File: src/rtl/rvb_pkg.sv
package rvb_pkg;
  localparam int unsigned HALF_W = 16;

  typedef enum logic [1:0] {
    TAP_DIRECT  = 2'd0,
    TAP_PREV    = 2'd1,
    TAP_ALLPASS = 2'd2,
    TAP_CROSS   = 2'd3
  } tap_kind_e;

  typedef enum logic [1:0] {
    WR_START_HI = 2'd0,
    WR_START_LO = 2'd1,
    WR_END_HI   = 2'd2,
    WR_NONE     = 2'd3
  } wr_sel_e;
endpackage

File: src/rtl/rvb_area_regs.sv
module rvb_area_regs
  import rvb_pkg::*;
#(
  parameter int unsigned ADDR_W   = 20,
  parameter int unsigned CORE_SEL = 0
) (
  input  logic              clk,
  input  logic              rst_n,
  input  logic              wr_en,
  input  logic [1:0]        wr_sel,
  input  logic [HALF_W-1:0] wr_data,
  output logic [ADDR_W-1:0] start_o,
  output logic [ADDR_W-1:0] end_o,
  output logic [ADDR_W:0]   len_o,
  output logic              area_on_o
);
  localparam int unsigned HI_W  = ADDR_W - HALF_W;
  localparam int unsigned LEN_W = ADDR_W + 1;
  localparam logic [HI_W-1:0] RST_HI = (CORE_SEL != 0) ? {HI_W{1'b1}}
                                                       : {{(HI_W-1){1'b1}}, 1'b0};
  localparam logic [HALF_W-1:0] RST_LO = {{(HALF_W-3){1'b1}}, 3'b000};

  logic [ADDR_W-1:0] start_q;
  logic [HI_W-1:0]   end_hi_q;

  always_ff @(posedge clk or negedge rst_n) begin
    if (!rst_n) begin
      start_q  <= {RST_HI, RST_LO};
      end_hi_q <= RST_HI;
    end else if (wr_en) begin
      case (wr_sel_e'(wr_sel))
        WR_START_HI: start_q[ADDR_W-1:HALF_W] <= wr_data[HI_W-1:0];
        WR_START_LO: start_q[HALF_W-1:0]      <= wr_data;
        WR_END_HI:   end_hi_q                 <= wr_data[HI_W-1:0];
        default:     ;
      endcase
    end
  end

  assign start_o   = start_q;
  assign end_o     = {end_hi_q, {HALF_W{1'b1}}};
  assign area_on_o = start_q < end_o;
  assign len_o     = {1'b0, end_o} - {1'b0, start_q} + LEN_W'(1);

  assert_sel_none_stable_R7: assert property (@(posedge clk) disable iff (!rst_n)
    (wr_en && wr_sel == WR_NONE) |=> ($stable(start_q) && $stable(end_hi_q)));

  assert_start_hi_write_R7: assert property (@(posedge clk) disable iff (!rst_n)
    (wr_en && wr_sel == WR_START_HI) |=>
      (start_q[ADDR_W-1:HALF_W] == $past(wr_data[HI_W-1:0]) &&
       $stable(start_q[HALF_W-1:0]) && $stable(end_hi_q)));
endmodule

File: src/rtl/rvb_tap_sel.sv
module rvb_tap_sel
  import rvb_pkg::*;
#(
  parameter int unsigned OFF_W = 32
) (
  input  logic [1:0]              kind,
  input  logic                    ch,
  input  logic signed [OFF_W-1:0] off_l,
  input  logic signed [OFF_W-1:0] off_r,
  input  logic signed [OFF_W-1:0] size,
  output logic signed [OFF_W-1:0] off_o
);
  function automatic logic signed [OFF_W-1:0] derive_offset(
    input tap_kind_e               k,
    input logic                    right,
    input logic signed [OFF_W-1:0] l,
    input logic signed [OFF_W-1:0] r,
    input logic signed [OFF_W-1:0] sz
  );
    logic signed [OFF_W-1:0] own;
    own = right ? r : l;
    case (k)
      TAP_PREV:    return own - OFF_W'(1);
      TAP_ALLPASS: return own - sz;
      TAP_CROSS:   return right ? l : r;
      default:     return own;
    endcase
  endfunction

  assign off_o = derive_offset(tap_kind_e'(kind), ch, off_l, off_r, size);
endmodule

File: src/rtl/rvb_mod_unit.sv
module rvb_mod_unit #(
  parameter int unsigned MAG_W = 33,
  parameter int unsigned LEN_W = 21
) (
  input  logic             clk,
  input  logic             rst_n,
  input  logic             go,
  input  logic [MAG_W-1:0] mag,
  input  logic             neg,
  input  logic [LEN_W-1:0] divisor,
  output logic             busy,
  output logic             done,
  output logic [LEN_W-1:0] rem
);
  localparam int unsigned CNT_BITS = $clog2(MAG_W);

  logic [MAG_W-1:0]    shreg_q;
  logic [LEN_W-1:0]    acc_q, div_q, rem_q;
  logic [CNT_BITS-1:0] cnt_q;
  logic                run_q, fix_q, neg_q, done_q;

  logic [LEN_W:0]   trial, trial_sub;
  logic             trial_ge;
  logic [LEN_W-1:0] step_val;

  assign trial     = {acc_q, shreg_q[MAG_W-1]};
  assign trial_sub = trial - {1'b0, div_q};
  assign trial_ge  = trial >= {1'b0, div_q};
  assign step_val  = trial_ge ? trial_sub[LEN_W-1:0] : trial[LEN_W-1:0];

  always_ff @(posedge clk or negedge rst_n) begin
    if (!rst_n) begin
      shreg_q <= '0;
      acc_q   <= '0;
      div_q   <= '0;
      rem_q   <= '0;
      cnt_q   <= '0;
      run_q   <= 1'b0;
      fix_q   <= 1'b0;
      neg_q   <= 1'b0;
      done_q  <= 1'b0;
    end else begin
      done_q <= 1'b0;
      if (go) begin
        shreg_q <= mag;
        acc_q   <= '0;
        div_q   <= divisor;
        neg_q   <= neg;
        cnt_q   <= CNT_BITS'(MAG_W - 1);
        run_q   <= 1'b1;
      end else if (run_q) begin
        shreg_q <= shreg_q << 1;
        acc_q   <= step_val;
        if (cnt_q == '0) begin
          run_q <= 1'b0;
          fix_q <= 1'b1;
        end else begin
          cnt_q <= cnt_q - CNT_BITS'(1);
        end
      end else if (fix_q) begin
        fix_q  <= 1'b0;
        done_q <= 1'b1;
        rem_q  <= (neg_q && acc_q != '0) ? div_q - acc_q : acc_q;
      end
    end
  end

  assign busy = run_q | fix_q;
  assign done = done_q;
  assign rem  = rem_q;

  assert_rem_below_len_R4: assert property (@(posedge clk) disable iff (!rst_n)
    done_q |-> (rem_q < div_q));

  assert_go_when_idle_R9: assert property (@(posedge clk) disable iff (!rst_n)
    go |-> !(run_q || fix_q));

  assert_partial_below_len_R4: assert property (@(posedge clk) disable iff (!rst_n)
    run_q |=> (acc_q < div_q));
endmodule

File: src/rtl/rvb_addr_gen.sv
module rvb_addr_gen
  import rvb_pkg::*;
#(
  parameter int unsigned ADDR_W   = 20,
  parameter int unsigned CNT_W    = 32,
  parameter int unsigned OFF_W    = 32,
  parameter int unsigned CORE_SEL = 0
) (
  input  logic                    clk,
  input  logic                    rst_n,
  input  logic                    wr_en,
  input  logic [1:0]              wr_sel,
  input  logic [15:0]             wr_data,
  input  logic                    req_valid,
  output logic                    req_ready,
  input  logic [1:0]              req_kind,
  input  logic                    req_ch,
  input  logic signed [OFF_W-1:0] req_off_l,
  input  logic signed [OFF_W-1:0] req_off_r,
  input  logic signed [OFF_W-1:0] req_size,
  output logic                    rsp_valid,
  output logic [ADDR_W-1:0]       rsp_addr,
  output logic                    rsp_off
);
  localparam int unsigned LEN_W = ADDR_W + 1;
  localparam int unsigned SUM_W = ((CNT_W > OFF_W) ? CNT_W : OFF_W) + 1;
  localparam int unsigned MAG_W = SUM_W;
  localparam int unsigned LAT_W = $clog2(MAG_W + 3);

  // area registers
  logic [ADDR_W-1:0] area_start, area_end;
  logic [LEN_W-1:0]  area_len;
  logic              area_on;

  rvb_area_regs #(.ADDR_W(ADDR_W), .CORE_SEL(CORE_SEL)) u_regs (
    .clk       (clk),
    .rst_n     (rst_n),
    .wr_en     (wr_en),
    .wr_sel    (wr_sel),
    .wr_data   (wr_data),
    .start_o   (area_start),
    .end_o     (area_end),
    .len_o     (area_len),
    .area_on_o (area_on)
  );

  // effective tap offset
  logic signed [OFF_W-1:0] tap_off;

  rvb_tap_sel #(.OFF_W(OFF_W)) u_tap (
    .kind  (req_kind),
    .ch    (req_ch),
    .off_l (req_off_l),
    .off_r (req_off_r),
    .size  (req_size),
    .off_o (tap_off)
  );

  // free-running clock counter; half of it is the buffer position
  logic [CNT_W-1:0] cyc_q;
  always_ff @(posedge clk or negedge rst_n) begin
    if (!rst_n) cyc_q <= '0;
    else        cyc_q <= cyc_q + CNT_W'(1);
  end

  logic signed [SUM_W-1:0] pos_s, off_s, sum_s;
  logic                    sum_neg;
  logic [MAG_W-1:0]        sum_mag;

  assign pos_s   = SUM_W'(cyc_q >> 1);
  assign off_s   = SUM_W'(tap_off);
  assign sum_s   = pos_s + off_s;
  assign sum_neg = sum_s[SUM_W-1];
  assign sum_mag = sum_neg ? -sum_s : sum_s;

  // handshake and snapshot
  logic              accept, mod_go;
  logic              busy_q, fast_q;
  logic [ADDR_W-1:0] snap_start, snap_end;
  logic [LAT_W-1:0]  lat_q;

  assign accept    = req_valid && req_ready;
  assign mod_go    = accept && area_on;
  assign req_ready = !busy_q;

  logic             mod_busy, mod_done;
  logic [LEN_W-1:0] mod_rem;

  rvb_mod_unit #(.MAG_W(MAG_W), .LEN_W(LEN_W)) u_mod (
    .clk     (clk),
    .rst_n   (rst_n),
    .go      (mod_go),
    .mag     (sum_mag),
    .neg     (sum_neg),
    .divisor (area_len),
    .busy    (mod_busy),
    .done    (mod_done),
    .rem     (mod_rem)
  );

  always_ff @(posedge clk or negedge rst_n) begin
    if (!rst_n) begin
      busy_q     <= 1'b0;
      fast_q     <= 1'b0;
      snap_start <= '0;
      snap_end   <= '0;
      lat_q      <= '0;
    end else begin
      fast_q <= accept && !area_on;
      if (accept) begin
        busy_q     <= 1'b1;
        snap_start <= area_start;
        snap_end   <= area_end;
        lat_q      <= '0;
      end else begin
        if (rsp_valid) busy_q <= 1'b0;
        if (busy_q)    lat_q  <= lat_q + LAT_W'(1);
      end
    end
  end

  logic [LEN_W-1:0] full_addr;
  assign full_addr = {1'b0, snap_start} + mod_rem;

  assign rsp_valid = fast_q | mod_done;
  assign rsp_off   = fast_q;
  assign rsp_addr  = mod_done ? full_addr[ADDR_W-1:0] : '0;

  assert_busy_blocks_R9: assert property (@(posedge clk) disable iff (!rst_n)
    accept |=> !req_ready);

  assert_single_rsp_R9: assert property (@(posedge clk) disable iff (!rst_n)
    rsp_valid |=> !rsp_valid);

  assert_latency_bound_R9: assert property (@(posedge clk) disable iff (!rst_n)
    busy_q |-> (lat_q <= LAT_W'(MAG_W + 1)));

  assert_rsp_only_busy_R9: assert property (@(posedge clk) disable iff (!rst_n)
    rsp_valid |-> busy_q);

  assert_off_fast_R8: assert property (@(posedge clk) disable iff (!rst_n)
    (accept && !area_on) |=> (rsp_valid && rsp_off));

  assert_div_idle_on_accept_R9: assert property (@(posedge clk) disable iff (!rst_n)
    accept |-> !mod_busy);

  assert_addr_in_area_R10: assert property (@(posedge clk) disable iff (!rst_n)
    (rsp_valid && !rsp_off) |-> (rsp_addr >= snap_start && rsp_addr <= snap_end));

  assert_no_carry_R10: assert property (@(posedge clk) disable iff (!rst_n)
    mod_done |-> !full_addr[LEN_W-1]);
endmodule

File: config.mk
export PLATFORM = sky130hd
export DESIGN_NAME = rvb_addr_gen
export DESIGN_NICKNAME = d
export VERILOG_FILES = /design/src/rtl/rvb_pkg.sv /design/src/rtl/rvb_area_regs.sv /design/src/rtl/rvb_tap_sel.sv /design/src/rtl/rvb_mod_unit.sv /design/src/rtl/rvb_addr_gen.sv
export SDC_FILE = /design/constraint.sdc
export NUM_CORES = 1
export LEC_CHECK = 0
export BUFFER_PORTS_ARGS = -buffer_cell sky130_fd_sc_hd__buf_2
export CAP_MARGIN = 20
export CORE_MARGIN = 2
export CORE_UTILIZATION = 55
export DETAILED_ROUTE_END_ITERATION = 8
export PLACE_DENSITY = 0.84
export SKIP_CTS_REPAIR_TIMING = 1
export SYNTH_ARGS = -nofsm -noshare
export SYNTH_HDL_FRONTEND = slang
export SYNTH_SLANG_ARGS = --single-unit
File: constraint.sdc
create_clock -name clk -period 3.5 [get_ports clk]
set_input_delay 0.525 -clock clk [delete_from_list [all_inputs] [get_ports clk]]
set_output_delay 0.525 -clock clk [all_outputs]
set_load 0.005 [all_outputs]
==> metrics.yaml, run 1 <==
run_status: "complete, but fails checks"
critPathMaxFanout: 15
num_rows: 63
finalCritPeriodShare_pct: 160
synth.area.mux_share_pct: 4.57
grt_overflow_total: 0
detail_route.vias_per_cell: 6.29
static-leakage-power_nw: 10.3
yosys.area_share.xor_xnor_pct: 9.06
report.final.slew_viol_count: 0
chipHeight_um: 177
synthToLayoutAreaGrowth_pct: 30.3
synth_area_in_compound_gates_pct: 24.2
worst_setup_path_end_kind: "flip-flop"
grt_max_degree: 69
powerDensity_mw_per_mm2: 320
min_period_ns: 5.60
final_instance_area_mm2: 0.0215
design.portCount: 144
crit_type: "primary input to flip-flop"
largest_family_of_logic_cells_by_synthesized_area: "compound AO/OA/AOI/OAI gates"
yosys.cell_count.top_type: "sky130_fd_sc_hd__nand2_1"
cts-root-to-sink-buffers: 2
first_global_vias: 16800
post_synth_net_total: 2246
critical_path_required_ns: 3.83
die_x_um: 177
yosysUniqueCellTypes: 82
area_share_of_the_largest_cell_type_after_synthesis_pct: 24.8
final_cell_count_no_fill: 2811
vdd_ir_drop_max_mv: 0.401
drt_drc_violations_left: 0
drive_gt1_share_pct: 30.9
first_pass_iters: 7
tns_ns: -62.07
maxCapViolCount: 0
edff_count_synth: 0
synthTopCellsByArea: "sky130_fd_sc_hd__dfrtp_1 (25%), sky130_fd_sc_hd__ha_1 (11%), sky130_fd_sc_hd__xnor2_1 (5.7%)"
fp.coreArea_mm2: 0.0296
yosysTopAreaCell: "sky130_fd_sc_hd__dfrtp_1"
worstHoldPathType: "primary input to async pin"
clock-sinks: 183
max_clock_freq_ghz: 0.179
fin_ws_ns: -2.10
grt_antenna_before_repair: 2
grt_pass1_wl_um: 80300
yosys_warnings: 0
timing.critical_path.arrival_ns: 5.93
synth.yosys.seq_area_share_pct: 27.9
postPlaceCellArea_mm2: 0.0203
ctsRootBufferMaster: "sky130_fd_sc_hd__clkbuf_16"
dr.first_iter.drc_count: 1783
final-hold-violation-count: 0
routabilityCongestion: 0.933
start_kind: "primary input"
place_inst: 2763
finish.net_count: 2679
post_synthesis_area_per_instance_um2: 8.37
timing.slew.headroom_pct: 33.7
maxUsedRoutingLayer: "met4"
post_drt_wl_per_cell_um: 18.9
clk_latency_ns: 0.47
routed-via-count: 17700
syn-cell-area_mm2: 0.0165
worst-slew-pin-transition_ns: 0.992
place.detailed.hpwl_um: 38200
dr_wl_met3_um: 4130
clock_skew_ns: 0.0163
drt-met1-wl_um: 21400
numCtsBuffers: 17
grt_usage_pct: 31.3
synth_simple_gate_area_share_pct: 18.3
unrepaired_setup_endpoints_after_global_routing: "true"
postSynthRegisterBits: 183
antenna_cells_inserted: 0
synth_fa_ha_area_share_pct: 11.6
fin_hold_ws_ns: 0.0663
postRouteAntennaNets: 0
initial_core_util_pct: 55.7
floorplan.die_area_mm2: 0.0314
ys_async_rst_share_pct: 100
netlist_instances: 1975
failed_checks: "negative setup slack"
port_buffers: 143
tritoncts: "yes"
final-setup-viol-count: 38
netlist_top_cells_count: "sky130_fd_sc_hd__nand2_1 (208), sky130_fd_sc_hd__dfrtp_1 (164), sky130_fd_sc_hd__a21oi_1 (158), sky130_fd_sc_hd__ha_1 (144), sky130_fd_sc_hd__nor2_1 (112)"
cts.reportedPaths.clkPinSlew_ns: 0.08
report.power.total_mw: 6.90
routed-wl-met2_um: 25500
h-tree-depth: 4
routed_wl_um: 53100
synth_flop_cell: "sky130_fd_sc_hd__dfrtp_1"
## path summary, 6_finish.rpt
kind | start | endpoint | slack [ns] | cells past startpoint
worst max-delay path | req_ch | u_mod.shreg_q[30] | -2.10 | 26
worst min-delay path | rst_n | snap_start[16] | 0.07 | 1
worst max register to register | cyc_q[1] | u_mod.shreg_q[26] | -0.49 | 16
worst min register to register | u_mod.rem[11] | u_mod.rem[11] | 0.49 | 2
max in group asynchronous | rst_n | u_regs.start_o[18] | 2.51 | 2
min in group clk | wr_data[7] | u_regs.start_o[7] | 0.29 | 2
## registers in the layout, indices dropped and copies added, names as in the netlist
name	count
u_mod.shreg_q	33
cyc_q	32
busy_q	1
u_mod.fix_q	1
u_regs.end_hi_q	4
u_mod.div_q	21
u_mod.rem	20
u_regs.start_o	20
u_mod.done	1
u_mod.cnt_q	6
snap_start	20
u_mod.run_q	1
u_mod.neg_q	1
u_mod.acc_q	21
rsp_off	1
## logic make-up after synthesis
kind of cell,after synthesis
muxes,68
buffers and inverters,187
adders and majority gates,150
and+or+nand+nor,613
DFF,183
xor gates and xnor gates,171
AOI/OAI and AO/OA,603
## per-stage QoR
step | util, % | setup WS (ns)
after global placement | 68.4 | -2.48
after CTS | 70.5 | -2.39
after detailed placement | 68.4 | -2.69
after floorplan | - | -2.22
final | 72.6 | -2.10
after global routing | 72.6 | -2.36
## final cells by class
type / count / area [µm²]
clock buffer: 17 / 425
clock inverter: 15 / 211
fill: 2012 / 8110
inverter: 99 / 377
multi-input combinational: 1605 / 11900
sequential: 183 / 4600
tap: 390 / 488
timing repair buffer: 502 / 3560
## critical path, cell delays in order
cell                       delay, ns
sky130_fd_sc_hd__buf_12         0.14
sky130_fd_sc_hd__mux2_2         0.35
sky130_fd_sc_hd__ha_1           0.37
sky130_fd_sc_hd__a21oi_2        0.19
sky130_fd_sc_hd__o221ai_2       0.12
sky130_fd_sc_hd__or3_1          0.42
sky130_fd_sc_hd__o21a_1         0.22
sky130_fd_sc_hd__a21o_1         0.20
sky130_fd_sc_hd__a21o_1         0.17
sky130_fd_sc_hd__a21oi_1        0.18
sky130_fd_sc_hd__xor2_1         0.19
sky130_fd_sc_hd__o22ai_2        0.14
sky130_fd_sc_hd__ha_4           0.21
sky130_fd_sc_hd__and3_1         0.17
sky130_fd_sc_hd__a211oi_2       0.26
sky130_fd_sc_hd__o22ai_1        0.16
sky130_fd_sc_hd__a31o_4         0.23
sky130_fd_sc_hd__buf_4          0.16
sky130_fd_sc_hd__o211a_4        0.26
sky130_fd_sc_hd__nor4_4         0.28
sky130_fd_sc_hd__o22ai_2        0.13
sky130_fd_sc_hd__nor4_4         0.27
sky130_fd_sc_hd__buf_4          0.18
sky130_fd_sc_hd__a41oi_2        0.10
sky130_fd_sc_hd__xnor2_1        0.19
sky130_fd_sc_hd__a21oi_1        0.09
## routing by layer
layer	up-vias	global-route usage (%)
met4	0	11.2
met5	-	0
met1	8489	40.3
met2	926	53.0
met3	188	5.08
li1	8082	-
## power breakdown
group	switching [mW]	total [mW]	internal [mW]
combinational	1.31	2.49	1.19
sequential	0.112	2.31	2.20
clock	1.09	2.09	1.00
total	2.51	6.90	4.39
## layout by cell type, fill, tap and decap left out, types with 61 or more instances in the layout
cell,netlist,routed
sky130_fd_sc_hd__buf_4,3,347
sky130_fd_sc_hd__dfrtp_1,164,163
sky130_fd_sc_hd__o21ai_0,109,95
sky130_fd_sc_hd__nor2_1,112,106
sky130_fd_sc_hd__inv_1,99,95
sky130_fd_sc_hd__a221oi_1,63,61
sky130_fd_sc_hd__nand2_1,208,205
sky130_fd_sc_hd__xnor2_1,108,105
sky130_fd_sc_hd__ha_1,144,131
sky130_fd_sc_hd__buf_2,4,139
sky130_fd_sc_hd__xor2_1,63,63
sky130_fd_sc_hd__a21oi_1,158,132
(Power assumes the default switching activity.)
==> run 2: changes to the inputs <==
--- a/config.mk
+++ b/config.mk
@@ -5,11 +5,13 @@
 export SDC_FILE = /design/constraint.sdc
 export NUM_CORES = 1
 export LEC_CHECK = 0
+export ABC_AREA = 1
 export BUFFER_PORTS_ARGS = -buffer_cell sky130_fd_sc_hd__buf_2
 export CAP_MARGIN = 20
 export CORE_MARGIN = 2
 export CORE_UTILIZATION = 55
 export DETAILED_ROUTE_END_ITERATION = 8
+export MAX_ROUTING_LAYER = met4
 export PLACE_DENSITY = 0.84
 export SKIP_CTS_REPAIR_TIMING = 1
 export SYNTH_ARGS = -nofsm -noshare
==> run 2 against run 1 <==
Against the previous run: the run still ends with negative setup slack left; wire length increased by 25%; power increased by 130%; first-iteration DRC count fell by 5.5%; synthesized cell count grew 46%; sequential cell count did not move; worst hold slack better by 0.071 ns; register-to-register slack better by 0.75 ns; final cell count increased by 36%; sequential power grew 56%; count of clock-buffer cells in the layout unchanged; largest power group unchanged.
==> metrics.yaml, run 2 <==
critical_path.reg2reg.endpoint: "u_mod.rem[16]"
crit_type: "primary input to flip-flop"
share_of_the_core_filled_with_cells_in_the_final_layout_pct: 75.2
area_share_of_the_largest_cell_type_after_synthesis_pct: 22.3
postSynthRegisterBits: 183
layout_commonest_cell: "sky130_fd_sc_hd__nand2_1"
dr.first_iter.drc_count: 1685
chipHeight_um: 187
worst_setup_path_end_kind: "flip-flop"
yosysTopAreaCell: "sky130_fd_sc_hd__dfrtp_1"
fp.coreArea_mm2: 0.0327
clock_skew_ns: 0.0166
post_synth_net_total: 3164
timing.reg2reg.worst_path_depth: 15
numCtsBuffers: 17
slowest_delay_ns: 0.40
port_buffers: 143
fin_hold_ws_ns: 0.137
antenna_cells_inserted: 0
synthToLayoutAreaGrowth_pct: 33.7
run_status: "complete, but fails checks"
clk_latency_ns: 0.47
worstHoldPathType: "primary input to async pin"
clock-sinks: 183
top_register: "u_mod.shreg_q"
synth.yosys.seq_area_share_pct: 25.0
post_drt_wl_per_cell_um: 17.4
cp-endpoint: "u_mod.shreg_q[17]"
dp_worst_setup_slack_ns: -1.90
critical_path_required_ns: 3.84
unrepaired_setup_endpoints_after_global_routing: "true"
edff_count_synth: 0
routed_wl_um: 66200
report.final.slew_viol_count: 0
routed-via-count: 21600
detail_route.vias_per_cell: 5.68
tns_ns: -30.72
finalCritPeriodShare_pct: 131
final_cell_count_no_fill: 3810
place.detailed.hpwl_um: 50000
initial_core_util_pct: 56.2
yosys.cell_count.top_type: "sky130_fd_sc_hd__nand2_1"
synth_flop_cell: "sky130_fd_sc_hd__dfrtp_1"
floorplan.die_area_mm2: 0.0349
finish.net_count: 3626
mostFrequentLayoutCells: "sky130_fd_sc_hd__nand2_1 (712), sky130_fd_sc_hd__inv_1 (371), sky130_fd_sc_hd__buf_4 (346)"
tritoncts: "yes"
grt_pass1_wl_um: 100000
num_rows: 66
crit_slowest_cell: "sky130_fd_sc_hd__fa_2"
netlist_top_cells_count: "sky130_fd_sc_hd__nand2_1 (817), sky130_fd_sc_hd__inv_1 (386), sky130_fd_sc_hd__nor2_1 (252), sky130_fd_sc_hd__o21ai_0 (246), sky130_fd_sc_hd__a21oi_1 (223)"
start_kind: "primary input"
grt_usage_pct: 36.4
timing.critical_path.arrival_ns: 4.93
cts.reportedPaths.clkPinSlew_ns: 0.08
ctsRootBufferMaster: "sky130_fd_sc_hd__clkbuf_16"
h-tree-depth: 4
yosys_warnings: 0
critical_path.reg2reg.startpoint: "u_regs.start_o[19]"
design.portCount: 144
routabilityCongestion: 1.02
setup.worst_path.start: "req_ch"
drt_drc_violations_left: 0
min_period_ns: 4.59
failed_checks: "negative setup slack"
cpMostUsedCell: "sky130_fd_sc_hd__nand2_1"
grt_max_degree: 99
synthTopCellsByArea: "sky130_fd_sc_hd__dfrtp_1 (22%), sky130_fd_sc_hd__nand2_1 (17%), sky130_fd_sc_hd__ha_1 (9.8%)"
first_pass_iters: 7
static-leakage-power_nw: 12.6
grt_overflow_total: 0
first_global_vias: 20300
post_synthesis_area_per_instance_um2: 6.36
top_regs: "u_mod.shreg_q x33, cyc_q x32"
netlist_instances: 2893
worst-slew-pin-transition_ns: 0.916
die_x_um: 187
final-setup-viol-count: 32
max_clock_freq_ghz: 0.218
postRouteAntennaNets: 0
grt_antenna_before_repair: 0
timing.slew.headroom_pct: 39.0
fin_ws_ns: -1.09
powerDensity_mw_per_mm2: 647
vdd_ir_drop_max_mv: 0.494
final-hold-violation-count: 0
critPathMaxFanout: 8
yosysUniqueCellTypes: 61
maxCapViolCount: 0
regToRegSetupSlack_ns: 0.26
drive_gt1_share_pct: 28.2
largest_register_ffs: 33
cts-root-to-sink-buffers: 2
syn-cell-area_mm2: 0.0184
place_inst: 3740
ys_async_rst_share_pct: 100
## run 2: changes by cell type after synthesis, sizes merged, moves of 34 or more
cell / previous run / this run
nand4: 18 / 52
nor2: 112 / 263
nor2b: 37 / 0
o21ai: 113 / 252
nand3: 46 / 172
a21oi: 158 / 223
mux2: 59 / 1
inv: 99 / 402
a211oi: 59 / 3
nand2: 208 / 821
xnor2: 108 / 29
a21o: 49 / 9
a221oi: 63 / 4
## run 2: where the power goes
group          leakage [nW]  total (mW)  internal (mW)  switching (mW)
logic                  10.0        10.2           3.97            6.26
clock network         0.298        2.08          0.981            1.10
registers              2.27        3.61           2.90           0.708
## run 2: how the worst min path moves through the flow
stage	end	slack (ns)	cells past startpoint	startpoint
after global placement	cyc_q[0]	0.43	1	cyc_q[0]
after global routing	snap_start[11]	0.24	1	rst_n
after detailed placement	cyc_q[0]	0.44	1	cyc_q[0]
after floorplan	busy_q	0.23	0	rst_n
after CTS	snap_start[10]	0.19	1	rst_n
final	snap_start[10]	0.14	1	rst_n
## run 2: metrics by stage
| step | power (mW) | instance area (µm²) |
|---|---|---|
| floorplan | 10.0 | 18800 |
| finish | 15.9 | 24600 |
| CTS | 15.2 | 22800 |
| detailed placement | 13.1 | 22200 |
| global route | 17.2 | 24600 |
| global placement | 12.8 | 22200 |
## run 2: worst max-delay path: cells and delay by family
| family | cells | cell delay [ns] |
|---|---|---|
| mux | 1 | 0.28 |
| buf+inv | 6 | 0.55 |
| simple gates | 13 | 1.42 |
| xor+xnor | 1 | 0.25 |
| fa+ha+maj | 3 | 0.97 |
| compound gates | 6 | 0.95 |
## run 2: final cells by class
type | instances | area, µm²
fillers | 2608 | 8120
inverters | 410 | 1550
multi-input cells | 2233 | 13600
repair buffers | 510 | 3670
clock inverters | 15 | 186
flip-flops and latches | 183 | 4610
well taps | 442 | 553
clock buffers | 17 | 425
## run 2: cells by family after synthesis
group	share of synthesized area, %
adder cells (fa/ha/maj)	10.4
flip-flops	25.0
XOR/XNOR	4.27
multiplexers	0.116
AND/OR/NAND/NOR	32.1
AO/OA/AOI/OAI	18.2
buffers and inverters	9.84
## run 2: routing by layer
metal / track usage [%] / vias to the layer above / wire, µm
met5: - / - / 0
met4: 17.9 / 0 / 3910
met3: 3.49 / 258 / 3550
met2: 64.3 / 844 / 33200
met1: 41.3 / 10100 / 25600
li1: - / 10500 / -
